<file path="config.mk">
export PLATFORM = sky130hd
export DESIGN_NAME = conn_req_ctrl
export DESIGN_NICKNAME = d
export VERILOG_FILES = /design/src/rtl/conn_req_pkg.sv /design/src/rtl/crq_first_free.sv /design/src/rtl/crq_sess_table.sv /design/src/rtl/crq_listen_table.sv /design/src/rtl/conn_req_ctrl.sv
export SDC_FILE = /design/constraint.sdc
export NUM_CORES = 1
export LEC_CHECK = 0
export BUFFER_PORTS_ARGS = -buffer_cell sky130_fd_sc_hd__buf_2
export CAP_MARGIN = 40
export CORE_MARGIN = 3
export CORE_UTILIZATION = 61
export DETAILED_ROUTE_END_ITERATION = 7
export GPL_TIMING_DRIVEN = 0
export PLACE_DENSITY = 0.78
export SETUP_SLACK_MARGIN = 0.3
export SYNTH_ARGS = -nofsm -noshare
export SYNTH_HDL_FRONTEND = slang
export SYNTH_HIERARCHICAL = 1
export SYNTH_SLANG_ARGS = --single-unit
</file>
<file path="constraint.sdc">
create_clock -name clk -period 26.1 [get_ports clk]
set_input_delay 5.22 -clock clk [delete_from_list [all_inputs] [get_ports clk]]
set_output_delay 5.22 -clock clk [all_outputs]
set_load 0.02 [all_outputs]
</file>
<file path="src/rtl/conn_req_pkg.sv">
package conn_req_pkg;
   localparam int unsigned ADDR_W = 32;
   localparam int unsigned PORT_W = 16;

   typedef struct packed {
      logic [ADDR_W-1:0] addr;
      logic [PORT_W-1:0] port;
   } dest_t;
endpackage

</file>
<file path="src/rtl/crq_first_free.sv">
module crq_first_free #(
   parameter  int unsigned N = 16,
   localparam int unsigned W = (N > 1) ? $clog2(N) : 1
) (
   input  logic [N-1:0] busy,
   output logic         found,
   output logic [W-1:0] idx
);
   always_comb begin
      found = 1'b0;
      idx   = '0;
      for (int i = N - 1; i >= 0; i--) begin
         if (!busy[i]) begin
            found = 1'b1;
            idx   = W'(i);
         end
      end
   end
endmodule

</file>
<file path="src/rtl/crq_sess_table.sv">
module crq_sess_table
   import conn_req_pkg::*;
#(
   parameter  int unsigned N     = 16,
   localparam int unsigned IDX_W = (N > 1) ? $clog2(N) : 1
) (
   input  logic             clk,
   input  logic             rst,
   input  dest_t            req_dst,
   input  logic             alloc_en,
   input  logic             free_en,
   input  logic [IDX_W-1:0] free_idx,
   output logic             slot_found,
   output logic [IDX_W-1:0] slot_idx,
   output logic             dup_hit
);
   logic [N-1:0] busy;
   logic [N-1:0] match;

   crq_first_free #(.N(N)) u_pick (
      .busy  (busy),
      .found (slot_found),
      .idx   (slot_idx)
   );

   for (genvar g = 0; g < N; g++) begin : g_entry
      dest_t dst_q;
      always_ff @(posedge clk) begin
         if (rst) begin
            busy[g] <= 1'b0;
         end else if (alloc_en && slot_idx == IDX_W'(g)) begin
            busy[g] <= 1'b1;
         end else if (free_en && free_idx == IDX_W'(g)) begin
            busy[g] <= 1'b0;
         end
      end
      always_ff @(posedge clk) begin
         if (alloc_en && slot_idx == IDX_W'(g)) dst_q <= req_dst;
      end
      assign match[g] = busy[g] && (dst_q == req_dst);
   end

   assign dup_hit = |match;
endmodule

</file>
<file path="src/rtl/crq_listen_table.sv">
module crq_listen_table #(
   parameter  int unsigned SLOTS  = 8,
   parameter  int unsigned PORT_W = 16,
   parameter  int unsigned LIMIT  = 32768,
   localparam int unsigned IDX_W  = (SLOTS > 1) ? $clog2(SLOTS) : 1
) (
   input  logic              clk,
   input  logic              rst,
   input  logic [PORT_W-1:0] q_port,
   input  logic              wr_en,
   output logic              in_range,
   output logic              hit,
   output logic              has_room
);
   logic [SLOTS-1:0] used;
   logic [SLOTS-1:0] match;
   logic [IDX_W-1:0] wr_idx;

   crq_first_free #(.N(SLOTS)) u_pick (
      .busy  (used),
      .found (has_room),
      .idx   (wr_idx)
   );

   for (genvar g = 0; g < SLOTS; g++) begin : g_slot
      logic [PORT_W-1:0] port_q;
      always_ff @(posedge clk) begin
         if (rst) used[g] <= 1'b0;
         else if (wr_en && wr_idx == IDX_W'(g)) used[g] <= 1'b1;
      end
      always_ff @(posedge clk) begin
         if (wr_en && wr_idx == IDX_W'(g)) port_q <= q_port;
      end
      assign match[g] = used[g] && (port_q == q_port);
   end

   assign hit      = |match;
   assign in_range = 32'(q_port) < LIMIT;
endmodule

</file>
<file path="src/rtl/conn_req_ctrl.sv">
module conn_req_ctrl
   import conn_req_pkg::*;
#(
   parameter  int unsigned SESS_NUM       = 16,
   parameter  int unsigned SID_W          = 16,
   parameter  int unsigned LSN_SLOTS      = 8,
   parameter  int unsigned LSN_PORT_LIMIT = 32768,
   localparam int unsigned SESS_IDX_W     = (SESS_NUM > 1) ? $clog2(SESS_NUM) : 1
) (
   input  logic              clk,
   input  logic              rst,
   input  logic              open_req_valid,
   output logic              open_req_ready,
   input  logic [ADDR_W-1:0] open_req_addr,
   input  logic [PORT_W-1:0] open_req_port,
   output logic              open_rsp_valid,
   input  logic              open_rsp_ready,
   output logic [SID_W-1:0]  open_rsp_sid,
   output logic              open_rsp_ok,
   input  logic              close_req_valid,
   output logic              close_req_ready,
   input  logic [SID_W-1:0]  close_req_sid,
   input  logic              lsn_req_valid,
   output logic              lsn_req_ready,
   input  logic [PORT_W-1:0] lsn_req_port,
   output logic              lsn_rsp_valid,
   input  logic              lsn_rsp_ready,
   output logic              lsn_rsp_ok
);
   if (SESS_NUM < 2 || SESS_NUM >= (64'd1 << SID_W)) begin : g_bad_sess
      $error("conn_req_ctrl: SESS_NUM must be at least 2 and below 2**SID_W");
   end
   if (LSN_SLOTS < 1) begin : g_bad_slots
      $error("conn_req_ctrl: LSN_SLOTS must be at least 1");
   end
   if (PORT_W > 32 || LSN_PORT_LIMIT > (64'd1 << PORT_W)) begin : g_bad_limit
      $error("conn_req_ctrl: LSN_PORT_LIMIT exceeds the port space");
   end

   // open / close path
   dest_t                 req_dst;
   logic                  open_fire, open_ok_c, close_en;
   logic                  slot_found, dup_hit;
   logic [SESS_IDX_W-1:0] slot_idx;

   assign req_dst        = '{addr: open_req_addr, port: open_req_port};
   assign open_req_ready = !open_rsp_valid;
   assign open_fire      = open_req_valid && open_req_ready;
   assign open_ok_c      = slot_found && !dup_hit;
   assign close_req_ready = 1'b1;
   assign close_en       = close_req_valid && (close_req_sid < SID_W'(SESS_NUM));

   crq_sess_table #(.N(SESS_NUM)) u_sess (
      .clk        (clk),
      .rst        (rst),
      .req_dst    (req_dst),
      .alloc_en   (open_fire && open_ok_c),
      .free_en    (close_en),
      .free_idx   (close_req_sid[SESS_IDX_W-1:0]),
      .slot_found (slot_found),
      .slot_idx   (slot_idx),
      .dup_hit    (dup_hit)
   );

   always_ff @(posedge clk) begin
      if (rst) begin
         open_rsp_valid <= 1'b0;
         open_rsp_sid   <= '0;
         open_rsp_ok    <= 1'b0;
      end else if (open_fire) begin
         open_rsp_valid <= 1'b1;
         open_rsp_ok    <= open_ok_c;
         open_rsp_sid   <= open_ok_c ? SID_W'(slot_idx) : '0;
      end else if (open_rsp_ready) begin
         open_rsp_valid <= 1'b0;
      end
   end

   // listen path
   logic lsn_fire, lsn_in_range, lsn_hit, lsn_room, lsn_ok_c;

   assign lsn_req_ready = !lsn_rsp_valid;
   assign lsn_fire      = lsn_req_valid && lsn_req_ready;
   assign lsn_ok_c      = lsn_in_range && !lsn_hit && lsn_room;

   crq_listen_table #(
      .SLOTS  (LSN_SLOTS),
      .PORT_W (PORT_W),
      .LIMIT  (LSN_PORT_LIMIT)
   ) u_lsn (
      .clk      (clk),
      .rst      (rst),
      .q_port   (lsn_req_port),
      .wr_en    (lsn_fire && lsn_ok_c),
      .in_range (lsn_in_range),
      .hit      (lsn_hit),
      .has_room (lsn_room)
   );

   always_ff @(posedge clk) begin
      if (rst) begin
         lsn_rsp_valid <= 1'b0;
         lsn_rsp_ok    <= 1'b0;
      end else if (lsn_fire) begin
         lsn_rsp_valid <= 1'b1;
         lsn_rsp_ok    <= lsn_ok_c;
      end else if (lsn_rsp_ready) begin
         lsn_rsp_valid <= 1'b0;
      end
   end
endmodule

</file>
## After elaboration in Yosys (flattened, before gate mapping)

Cells that the tools add are included.

- Reductions and logical operators: 99
- Multiplexer cells: 85
- Magnitude comparators: 2
- Equal/unequal tests: 61

Operators with widths:

| operator | number |
|---|---|
| 48-bit == test | 16 |
| 16-bit == test | 8 |
| 1-bit logical AND | 72 |
| 4-bit 2-to-1 mux | 17 |
| 4-bit == test, second input constant | 16 |
| 1-bit 2-to-1 mux | 60 |
| 2-bit nonzero test | 18 |
| 4-bit by 3-bit == test with 1-bit output, second input constant | 8 |
| 3-bit 2-to-1 mux | 8 |
| 4-bit by 2-bit == test with 1-bit output, second input constant | 4 |
| 16-bit < comparator, second input constant | 1 |
| 16-bit by 5-bit < comparator with 1-bit output, second input constant | 1 |
| 16-bit OR reduction | 1 |
| 3-bit == test, second input constant | 4 |
| 4-bit by 1-bit == test with 1-bit output, second input constant | 2 |
| 4-bit zero test | 2 |
| 8-bit OR reduction | 1 |
| 3-bit by 2-bit == test with 1-bit output, second input constant | 2 |
| 1-bit zero test | 4 |
| 3-bit by 1-bit == test with 1-bit output, second input constant | 1 |
| 3-bit zero test | 1 |

- Input port bits: 87
- Output and inout port bits: 23
- Register bits after elaboration: 940

## Logic depth before layout (Yosys ltp)

- Depth in word-level cells: 20
- Gate-level depth with buffers: 16
- Depth with buffers taken out: 14

## Hierarchy

Netlist, hierarchy kept.

By module, submodules not included:

| module | instances | area an instance (sq um) | cells an instance |
|---|---|---|---|
| crq_sess_table | 1 | 33201.8 | 2050 |
| crq_listen_table | 1 | 5744.3 | 363 |
| conn_req_ctrl | 1 | 459.2 | 60 |
| crq_first_free (u_sess.u_pick) | 1 | 166.4 | 34 |
| crq_first_free (u_lsn.u_pick) | 1 | 78.8 | 16 |

## Worst setup path before layout

OpenSTA, ideal clock, no wires.

- Path kind: input to register
- Start point: in open_req_addr[4]
- End point: reg u_sess/g_entry[2].dst_q[0] in the netlist's numbering (enable)
- Stages on the path: 13
- Required time: 25524 ps
- Arrival: 11484 ps
- Setup time: 576 ps
- Buffers on the path: 2
- Slack: 14040 ps
- Cells stage by stage: buf_2 > buf_4 > xor2_1 > nor4_1 > nand4_1 > nor4_1 > nor4_1 > nand4_1 > nor2b_1 > nand2_1 > inv_1 > nand2_1 > nor4_1

- Longest elaborated chain between the ends: 7
- Elaborated cells on any way between the ends: 37
- Classes of those cells: eq/ne (16); reduce/logical (21)

RTL lines:

| element | line | RTL |
|---|---|---|
| start: declaration | conn_req_ctrl.sv:14 | `input logic [ADDR_W-1:0] open_req_addr,` |
| 48-bit == test | crq_sess_table.sv:40 | `assign match[g] = busy[g] && (dst_q == req_dst);` |
| 1-bit logical AND | crq_sess_table.sv:40 |  |
| 16-bit OR reduction * | crq_sess_table.sv:43 | `assign dup_hit = \|match;` |
| named net dup_hit | conn_req_ctrl.sv:43 | `logic slot_found, dup_hit;` |
| 1-bit zero test * | conn_req_ctrl.sv:49 | `assign open_ok_c = slot_found && !dup_hit;` |
| 1-bit logical AND * | conn_req_ctrl.sv:49 |  |
| 1-bit logical AND * | conn_req_ctrl.sv:57 | `.alloc_en (open_fire && open_ok_c),` |
| 1-bit logical AND * | crq_sess_table.sv:38 | `if (alloc_en && slot_idx == IDX_W'(g)) dst_q <= req_dst;` |
| end signal: assignment | crq_sess_table.sv:38 |  |
| end: declaration | crq_sess_table.sv:27 | `dest_t dst_q;` |

The timed path passes the listed nets; every way through them passes the cells marked *.
A chain may end at the register's enable or synchronous reset.

## Worst setup path after layout

- Start point: in open_req_addr[3]
- End point: reg u_sess/g_entry[13].dst_q[27] in the netlist's numbering (enable)

- Longest elaborated chain between the ends: 7
- Elaborated cells on any way between the ends: 37
- Classes of those cells: eq/ne (16); reduce/logical (21)

RTL lines:

| element | line |
|---|---|
| 48-bit == test | crq_sess_table.sv:40 |
| 1-bit logical AND | crq_sess_table.sv:40 |
| 16-bit OR reduction * | crq_sess_table.sv:43 |
| named net dup_hit | conn_req_ctrl.sv:43 |
| 1-bit zero test * | conn_req_ctrl.sv:49 |
| 1-bit logical AND * | conn_req_ctrl.sv:49 |
| 1-bit logical AND * | conn_req_ctrl.sv:57 |
| 1-bit logical AND * | crq_sess_table.sv:38 |
| end signal: assignment | crq_sess_table.sv:38 |
| end: declaration | crq_sess_table.sv:27 |

Marked as above.

==> flow_summary_export.csv <==
group,metric,value,unit
run_status,status,"finished clean",
logic_synthesis,synth_xor_area_share,18.77,%
pwr,p_per_area,69.87,nW/um^2
sta,fin_skew,28.99,ps
clock_tree,ctsResizeCount,0,
sta,hold_viol_final,0,
clock_tree,htree_num_levels,3,
grt,grtUsageTotal,37.19,%
clock_tree,clockBufferDepth,3,
logic_synthesis,synth_top_area_cell,"edfxtp_1",
grt,overflow,0,
clock_tree,cts_tree,"built",
sta,min_period_over_period,39.58,%
sta,setup_tns,0,ps
logic_synthesis,yosysTopAreaCellShare,67.86,%
floorplan,core-area,63660,sq um
critical_path,r2r_end,"u_sess/g_entry[13].dst_q[27]$_DFFE_PP_",
critical_path,reg2reg_depth,14,
logic_synthesis,synth_mux_area_share,0,%
logic_synthesis,yosys_warnings,6,
critical_path,cpLargestDelayFamily,"simple AND/OR/NAND/NOR gates",
critical_path,path_cells,"buf_2 > buf_4 > buf_4 > xnor2_1 > nand3_1 > nor3_1 > nand2_1 > o22ai_1 > nor4_1 > nand4_1 > nor2b_1 > nand2_1 > inv_1 > nor2b_1 > nand4_1 > inv_2 > buf_12",
floorplan,die_y,261.0,um
floorplan,io_pins,110,
critical_path,crit_buf_inv,6,
drt,routed_wl,126.4,mm
placement,io_buffer_count,96,
drt,final_antenna_net_count,0,
pwr,p_int,2.406,mW
final_layout,final_cell_area,44860,sq um
logic_synthesis,synth-simple-area-share,6.409,%
pwr,swShare,23.24,%
clock_tree,clk-insertion-delay-late,670,ps
drt,drt_pre_antenna_iters,6,
logic_synthesis,syn_inst,2523,
critical_path,path_class,"input port to register",
logic_synthesis,synthArstFlopShare,0,%
placement,dp_hpwl,79.89,mm
drt,vias_per_cell,6.595,
pwr,switching_power,0.7284,mW
sta,period_minus_slack,10330,ps
final_layout,drive_above_1_share,15.92,%
clock_tree,cts-hold-fix-buffers,0,
clock_tree,cts_setup_buffers,0,
grt,grt_pass1_vias,23120,
logic_synthesis,synth_compound_area_share,1.824,%
grt,grt_pass1_wl,172.5,mm
worst_hold_path,hold_end,"open_rsp_ok$_SDFFE_PP0P_",
critical_path,critical_path.slowest_cell,"buf_2",
worst_hold_path,hp-start,"open_rsp_ok$_SDFFE_PP0P_",
sta,setup_viol,0,
pwr,pwr-share-seq,52.7,%
drt,drt_iter0_markers,4266,
floorplan,rows,92,
sta,tightest_slew,1151,ps
logic_synthesis,synth_area,39650,sq um
placement,place_area,42030,sq um
drt,num_vias,24490,
logic_synthesis,synth_edf_count,896,
final_layout,final_common_cell,"edfxtp_1",
final_layout,final_cell_mix,"edfxtp_1 (896), xor2_1 (505), xnor2_1 (343)",
worst_hold_path,hold_depth,2,
sta,max_freq,0.09681,GHz
logic_synthesis,synth-main-ff-cell,"edfxtp_1",
clock_tree,cts_buffers,92,
pwr,leakage,14.89,nW
logic_synthesis,synth_fa_ha_area_share,0,%
clock_tree,clkTransAtPathRegs,60,ps
worst_hold_path,hp-class,"register to register",
job,max_cap_viol_count,0,
critical_path,endpoint_kind,"register",
sta,slew_viol_final,0,
critical_path,startpoint_type,"input port",
logic_synthesis,synth-seq-cells,928,
logic_synthesis,synth_top_family_by_area,"XOR/XNOR gates",
drt,wire_per_inst,34.04,um
placement,placedCellCount,3547,
critical_path,worstPathArrival,10690,ps
pwr,p_clk_share,40.0,%
final_layout,layout.cells.non_filler,3713,
critical_path,rr_startpoint,"u_sess/g_entry[3].dst_q[2]$_DFFE_PP_",
floorplan,die-area,68090,sq um
final_layout,syn_to_final_growth,13.14,%
placement,place_congestion,0.9627,
critical_path,required,26460,ps
logic_synthesis,yosysSeqAreaShare,69.47,%
logic_synthesis,syn_area_per_cell,15.72,sq um
critical_path,r2r_setup_slack,21330,ps
pwr,worst_ir_drop_vdd,66.63,uV
sta,slew_headroom,22.53,%
pwr,comb_power_share,7.4,%
critical_path,cp_max_fo,25,
floorplan,start_util,62.29,%
logic_synthesis,post_synth_num_cell_types,54,
grt,grt_max_degree,41,
clock_tree,cts_root_buffer,"clkbuf_16",
pwr,p_total,3.134,mW
clock_tree,clock_sinks,928,
drt,drc,0,
floorplan,dieWidth,261.0,um
sta,grt_setup_unrepaired,"no",
grt,antenna_found_initial,8,
logic_synthesis,ys_top_cells_by_area,"edfxtp_1 (68%), xor2_1 (11%), xnor2_1 (7.6%)",
critical_path,slowest_delay,620,ps
final_layout,final_net_count,2882,
## metrics by stage
step                      util (%)  setup WS, ps  hold slack, ps
final                        70.47         15770           452.7
after global routing         70.46         15900           480.8
after CTS                    70.46         16170           453.8
after detailed placement     66.03         15500           446.8
after global placement       64.77          8650           437.9
after floorplan                  -         14040           470.1
## final cells by class
type | instances | area (sq um)
flip-flops and latches | 928 | 27550
fillers | 4070 | 18800
multi-input cells | 1421 | 10840
clock buffers | 119 | 2484
repair buffers | 167 | 1202
plain buffers | 131 | 1186
well taps | 846 | 1059
clock inverters | 44 | 334.1
inverters | 54 | 202.7
diodes | 3 | 7.507
## per-layer routing
metal	track usage [%]	share of wire [%]	up-vias
met1	49.99	34	12140
met4	19.37	6.4	4
met5	0	0.024	-
li1	-	-	9727
met3	10.36	15	411
met2	55.99	44	2204
## kinds of logic after synthesis
group           after synthesis
xor+xnor                    849
flops                       928
buf+inv                     185
compound gates              108
other cells                   2
simple gates                451
## registers in the layout, summed over array words and instances (netlist names)
register / flops
u_sess/g_entry.dst_q: 768
u_lsn/g_slot.port_q: 128
u_sess/busy: 16
u_lsn/used: 8
open_rsp_sid: 4
lsn_rsp_ok: 1
lsn_rsp_valid: 1
open_rsp_ok: 1
open_rsp_valid: 1
## cell usage after synthesis (15+ instances only)
master and number:
buf_6 61, o22ai_1 19, dfxtp_1 32, nand2_1 46
edfxtp_1 896, o21ai_0 20, nand3_1 28, nor4_1 141
xnor2_1 343, nor2_1 50, inv_1 54, a21oi_1 19
nor3_1 37, buf_2 15, xor2_1 505, buf_4 45
nand4_1 116
## worst max path at each step
stage	start	end	depth (start not counted)
3_3_place_gp	open_req_addr[3]	u_sess/g_entry[2].dst_q[2]$_DFFE_PP_	15
2_1_floorplan	open_req_addr[4]	u_sess/g_entry[2].dst_q[0]$_DFFE_PP_	13
4_1_cts	open_req_addr[3]	u_sess/g_entry[0].dst_q[7]$_DFFE_PP_	21
5_1_grt	open_req_addr[3]	u_sess/g_entry[0].dst_q[17]$_DFFE_PP_	21
6_report	open_req_addr[3]	u_sess/g_entry[13].dst_q[27]$_DFFE_PP_	17
3_5_place_dp	open_req_addr[3]	u_sess/g_entry[0].dst_q[17]$_DFFE_PP_	21
## tightest hold or removal path, cell delays in order, from the launching register on
cell and delay [ps]:
dfxtp_1 300, nand2_1 50, a21oi_1 50
## power groups by stage
stage | clock network [mW] | registers, mW | logic, mW
3_3_place_gp | 0 | 1.68 | 0.212
4_1_cts | 1.26 | 1.65 | 0.223
6_report | 1.25 | 1.65 | 0.231
3_5_place_dp | 0 | 1.68 | 0.221
2_1_floorplan | 0 | 1.68 | 0.114
5_1_grt | 1.31 | 1.65 | 0.234
Power figures use the tool's default switching activity.
